**config.mk**
```make
export PLATFORM = sky130hd
export DESIGN_NAME = skip_unit
export DESIGN_NICKNAME = d
export VERILOG_FILES = /design/src/rtl/skip_pkg.sv /design/src/rtl/skip_cond_mux.sv /design/src/rtl/skip_flag_reg.sv /design/src/rtl/skip_op_mask.sv /design/src/rtl/skip_unit.sv
export SDC_FILE = /design/constraint.sdc
export NUM_CORES = 1
export LEC_CHECK = 0
export ABC_CLOCK_PERIOD_IN_PS = 1750
export BUFFER_PORTS_ARGS = -buffer_cell sky130_fd_sc_hd__buf_4
export CAP_MARGIN = 15
export CORE_AREA = 3 3 40 42
export CTS_BUF_LIST = sky130_fd_sc_hd__clkbuf_8
export DETAILED_ROUTE_END_ITERATION = 7
export DIE_AREA = 0 0 43 45
export SYNTH_ARGS = -nofsm -noshare
export SYNTH_HDL_FRONTEND = slang
export SYNTH_SLANG_ARGS = --single-unit
```
**constraint.sdc**
```tcl
create_clock -name clk -period 1.75 [get_ports clk]
set_input_delay 0.175 -clock clk [delete_from_list [all_inputs] [get_ports clk]]
set_output_delay 0.175 -clock clk [all_outputs]
set_load 0.1 [all_outputs]
```
**src/rtl/skip_pkg.sv**
```systemverilog
package skip_pkg;

  localparam int SEL_W = 4;
  localparam int N_SEL = 1 << SEL_W;

  typedef enum logic [SEL_W-1:0] {
    SEL_NEVER     = 4'd0,
    SEL_ALWAYS    = 4'd1,
    SEL_SEC       = 4'd2,
    SEL_BL_EQ_E   = 4'd3,
    SEL_CARRY_CLR = 4'd4,
    SEL_NO_COUT   = 4'd5,
    SEL_A_EQ_M    = 4'd6,
    SEL_BIT_ZERO  = 4'd7,
    SEL_BL_15     = 4'd8,
    SEL_BL_0      = 4'd9,
    SEL_IK_ZERO   = 4'd10,
    SEL_HOLD      = 4'd11,
    SEL_F1        = 4'd12,
    SEL_F2        = 4'd13
  } cond_sel_e;

  // True when no bit of a nibble is set.
  function automatic logic nibble_clear(input logic [3:0] v);
    return (v == 4'h0);
  endfunction

  // Pick the effective opcode: substitute the no-op byte while skipping.
  function automatic logic [7:0] masked_op(input logic skip, input logic [7:0] op,
                                           input logic [7:0] nop);
    return skip ? nop : op;
  endfunction

endpackage

```
**src/rtl/skip_cond_mux.sv**
```systemverilog
module skip_cond_mux
  import skip_pkg::*;
#(
  parameter int SW   = SEL_W,
  parameter int IK_W = 4
) (
  input  logic [SW-1:0]   sel,
  input  logic            carry,
  input  logic            alu_cout,
  input  logic            a_eq_m,
  input  logic            bl_eq_e,
  input  logic            bl_is_15,
  input  logic            bl_is_0,
  input  logic            bit_val,
  input  logic [IK_W-1:0] ik_masked,
  input  logic            flag_f1,
  input  logic            flag_f2,
  input  logic            sec_in,
  input  logic            cur_flag,
  output logic            cond_bit
);

  localparam int NSRC = 1 << SW;

  logic [NSRC-1:0] src;
  logic            ik_none;

  assign ik_none = ~|ik_masked;

  always_comb begin
    src                     = '0;
    src[SEL_ALWAYS]         = 1'b1;
    src[SEL_SEC]            = sec_in;
    src[SEL_BL_EQ_E]        = bl_eq_e;
    src[SEL_CARRY_CLR]      = ~carry;
    src[SEL_NO_COUT]        = ~alu_cout;
    src[SEL_A_EQ_M]         = a_eq_m;
    src[SEL_BIT_ZERO]       = ~bit_val;
    src[SEL_BL_15]          = bl_is_15;
    src[SEL_BL_0]           = bl_is_0;
    src[SEL_IK_ZERO]        = ik_none;
    src[SEL_HOLD]           = cur_flag;
    src[SEL_F1]             = flag_f1;
    src[SEL_F2]             = flag_f2;
  end

  assign cond_bit = src[sel];

endmodule

```
**src/rtl/skip_flag_reg.sv**
```systemverilog
module skip_flag_reg (
  input  logic clk,
  input  logic rst_n,
  input  logic load,
  input  logic d,
  output logic q
);

  always_ff @(posedge clk) begin
    if (!rst_n)    q <= 1'b0;
    else if (load) q <= d;
  end

endmodule

```
**src/rtl/skip_op_mask.sv**
```systemverilog
module skip_op_mask
  import skip_pkg::*;
#(
  parameter int           OP_W     = 8,
  parameter logic [7:0]   NOP_CODE = 8'h00
) (
  input  logic            skip,
  input  logic [OP_W-1:0] op_in,
  output logic [OP_W-1:0] op_out
);

  generate
    if (OP_W == 8) begin : g_byte
      assign op_out = masked_op(skip, op_in, NOP_CODE);
    end else begin : g_wide
      assign op_out = skip ? OP_W'(NOP_CODE) : op_in;
    end
  endgenerate

endmodule

```
**src/rtl/skip_unit.sv**
```systemverilog
module skip_unit
  import skip_pkg::*;
#(
  parameter int         OP_W     = 8,
  parameter int         IK_W     = 4,
  parameter logic [7:0] NOP_CODE = 8'h00
) (
  input  logic              clk,
  input  logic              rst_n,
  input  logic              instr_done,
  input  logic [SEL_W-1:0]  cond_sel,
  input  logic              carry,
  input  logic              alu_cout,
  input  logic              a_eq_m,
  input  logic              bl_eq_e,
  input  logic              bl_is_15,
  input  logic              bl_is_0,
  input  logic              bit_val,
  input  logic [IK_W-1:0]   ik_masked,
  input  logic              flag_f1,
  input  logic              flag_f2,
  input  logic              sec_in,
  input  logic [OP_W-1:0]   opcode_in,
  output logic [OP_W-1:0]   opcode_out,
  output logic              skip_flag
);

  // Selected condition, brought out by name for the checker.
  logic cond_bit;

  skip_cond_mux #(.SW(SEL_W), .IK_W(IK_W)) u_mux (
    .sel       (cond_sel),
    .carry     (carry),
    .alu_cout  (alu_cout),
    .a_eq_m    (a_eq_m),
    .bl_eq_e   (bl_eq_e),
    .bl_is_15  (bl_is_15),
    .bl_is_0   (bl_is_0),
    .bit_val   (bit_val),
    .ik_masked (ik_masked),
    .flag_f1   (flag_f1),
    .flag_f2   (flag_f2),
    .sec_in    (sec_in),
    .cur_flag  (skip_flag),
    .cond_bit  (cond_bit)
  );

  skip_flag_reg u_flag (
    .clk   (clk),
    .rst_n (rst_n),
    .load  (instr_done),
    .d     (cond_bit),
    .q     (skip_flag)
  );

  skip_op_mask #(.OP_W(OP_W), .NOP_CODE(NOP_CODE)) u_mask (
    .skip   (skip_flag),
    .op_in  (opcode_in),
    .op_out (opcode_out)
  );

endmodule

```
# Word-level counts from Yosys, hierarchy flattened
# Cells that the tools add are included.
# word_totals
regBits	1
input_bits	29
output_inout_bits	9
# op_classes
n_lt_le_gt_ge	1
muxes	3
n_bitwise	3
reduce_logical	2
# ops
operator	n
8-bit two-way mux	1
4-bit by 5-bit < comparator with 1-bit output (second input constant)	1
1-bit binary-select mux with 4-bit select	1
4-bit OR reduction	1
1-bit inverter	3
1-bit zero test	1
1-bit two-way mux	1

# Depth between registers and ports, before layout
# logic_depth
depth_word	4
depth_mapped	5

# Modules after synthesis
# From an unflattened synthesis, not the netlist that was laid out.
# unflattened
hier_cells	29
hier_area_um2	214.0
# by_module_without_submodules
module	n_inst	cells_per_inst	area_each_um2	seq_area_each_um2
skip_cond_mux	1	18	127.6	0.0
skip_op_mask	1	8	50.0	0.0
skip_flag_reg	1	3	36.3	20.0

# Worst setup path after synthesis
# OpenSTA, ideal clock, no wires.
# synth_path
path_kind	register -> output
start	register with a tool-made name
end	output opcode_out[0]
arrival_time_ns	2.202
required_time_ns	1.575
slack_ns	-0.627
path_stages_with_launch	2
n_path_buf	0
cell_sequence	dfxtp_1 -> nor2b_1
# synth_rtl
item	line_no	text
end: declaration	skip_unit.sv:24	output logic [OP_W-1:0] opcode_out,

==> flow_summary.yaml <==
grt:
  grtUsageTotal: 0.0863
  overflow: 0
  grt_pass1_vias: 335
  grt_first_pass_wirelength_mm: 1.39
  antenna_found_initial: 0
  grt_max_degree: 11
synthesis:
  synth_common_cells: "nor2b_1, nand2b_1, a31oi_1"
  yosys.area.top_type_share: 0.245
  ys_warn_count: 0
  avgSynthCellArea_um2: 7.98
  syn-num-nets: 61
  yosys-top-cells-area: "nor2b_1, dfxtp_1, nand2b_1"
  synth_seq_cells: 1
  synth_edf_count: 0
  postSynth.asyncResetShare: 0
  synth.distinct_cells: 20
  synthCells: 32
  yosysSeqAreaShare: 0.0784
  synth_most_common_cell: "nor2b_1"
  yosysTopAreaCell: "nor2b_1"
  synthesis.area_um2: 255
  synth-main-ff-cell: "dfxtp_1"
sta:
  relSlewSlack: 0.704
  drv_slew: 0
  fmax_mhz: 887
  setup_violations: 0
  postLayoutSetupSlackWorst_ns: 0.622
  worst_pin_slew_ns: 0.443
  finalCritPeriodShare: 0.644
  clock_skew_ns: 0
  tns_ns: 0
  hold_viol: 0
  grt_setup_unrepaired: "no"
  fin_crit_ns: 1.13
drt:
  drtAntennaViolNets: 0
  drc: 0
  via_count: 372
  via_per_inst: 4.48
  wire_per_inst_um: 10.2
  firstDrtPassIters: 2
  drt-initial-drc-count: 2
  routed_wl_um: 846
clocking:
  insertion_delay_ns: 0
  post_cts_buffers: 0
  ctsResizeCount: 0
  hold_buffers: 0
  clk_pin_slew_ns: 0
power_and_ir_drop:
  power_density_nw_per_um2: 490
  p_leak_nw: 0.277
  ir_worst_vdd_v: 0.000144
layout:
  drive_above_1_share: 0.721
  nets: 99
  antenna_cells: 0
  syn2layout_area_growth_pct: 120
placed_design:
  dp_hpwl_um: 761
  gp_congestion: 0.701
  pre_cts_ws_ns: 0.608
  io_buffers: 37
run_status:
  status: "finished, final reports clean"
setup_path:
  path_cells: "buf_4"
  end_kind: "output port"
  critPathMaxFanout: 10
  cp.arrival_ns: 0.95
  slowest_stage: "dfxtp_1"
  cp_top_family: "flip-flops"
  required_ns: 1.57
  cp-start-kind: "flip-flop"
  max_stage_delay_ns: 0.57
  path_buf_inv: 1
  crit_type: "reg2out"
floorplan:
  rows: 13
  die_w_um: 43
  core_um2: 1280
  die-area_um2: 1940
  start_util: 0.199
  io_pins: 38
  die_y_um: 45
flow_run:
  cap_violations: 0
worst_hold_path:
  hold_path.class: "in2reg"
-- logic make-up after synthesis --
family	after synthesis	synth area share
muxes	3	0.142
and+or+nand+nor	20	0.534
AOI/OAI and AO/OA	6	0.186
DFF	1	0.0784
buffers and inverters	2	0.0588
-- layer usage --
layer | global-route usage | vias up | routed length (um)
li1 | - | 191 | -
met2 | 0.144 | 30 | 331
met1 | 0.115 | 151 | 325
met5 | 0 | - | 0
met4 | 0 | 0 | 0
met3 | 0.0319 | 0 | 190
-- stage by stage --
stage	std cells	utilization	power (mW)	hold WS [ns]	instance area (um2)
after floorplan	32	-	0.198	0.313	275
after global placement	83	0.436	0.275	0.449	561
after detailed placement	83	0.436	0.277	0.440	561
after CTS	83	0.436	0.277	0.441	561
after global routing	83	0.436	0.287	0.450	561
final	83	0.436	0.275	0.438	561
-- power breakdown --
| part | internal [mW] | total (mW) | switching (mW) |
|---|---|---|---|
| logic | 0.0854 | 0.243 | 0.157 |
| clock network | 0 | 0 | 0 |
| registers | 0.0252 | 0.0318 | 0.00666 |
-- path summary, 6_finish.rpt --
check,start,cells past startpoint,slack [ns],to
hold reg to reg,flip-flop,2,0.73,flip-flop
hold / removal,rst_n,3,0.44,flip-flop
setup / recovery,flip-flop,1,0.62,skip_flag
setup reg to reg,flip-flop,2,0.81,flip-flop
-- final cells by class --
class                   instances  area (um2)
inverters                       1        3.75
multi-input cells              29         240
fillers                       140         724
well taps                      15        18.8
flip-flops and latches          1        20.0
repair buffers                 37         278
-- placed cells by master, fill, tap and decap left out --
cell and instances:
nor2b_2 8, nand3b_1 1, nor4_1 1, o21ai_0 1
and4bb_1 1, a22oi_1 1, a211oi_2 1, nor4b_2 1
nor2b_1 2, nand2b_1 3, dfxtp_1 1, nand2_1 1
mux2_2 1, nor3_1 1, o311a_1 1, nand3_1 1
inv_1 1, mux2i_1 1, mux2_4 1, a31oi_1 2
buf_4 37
(Power assumes the default switching activity.)
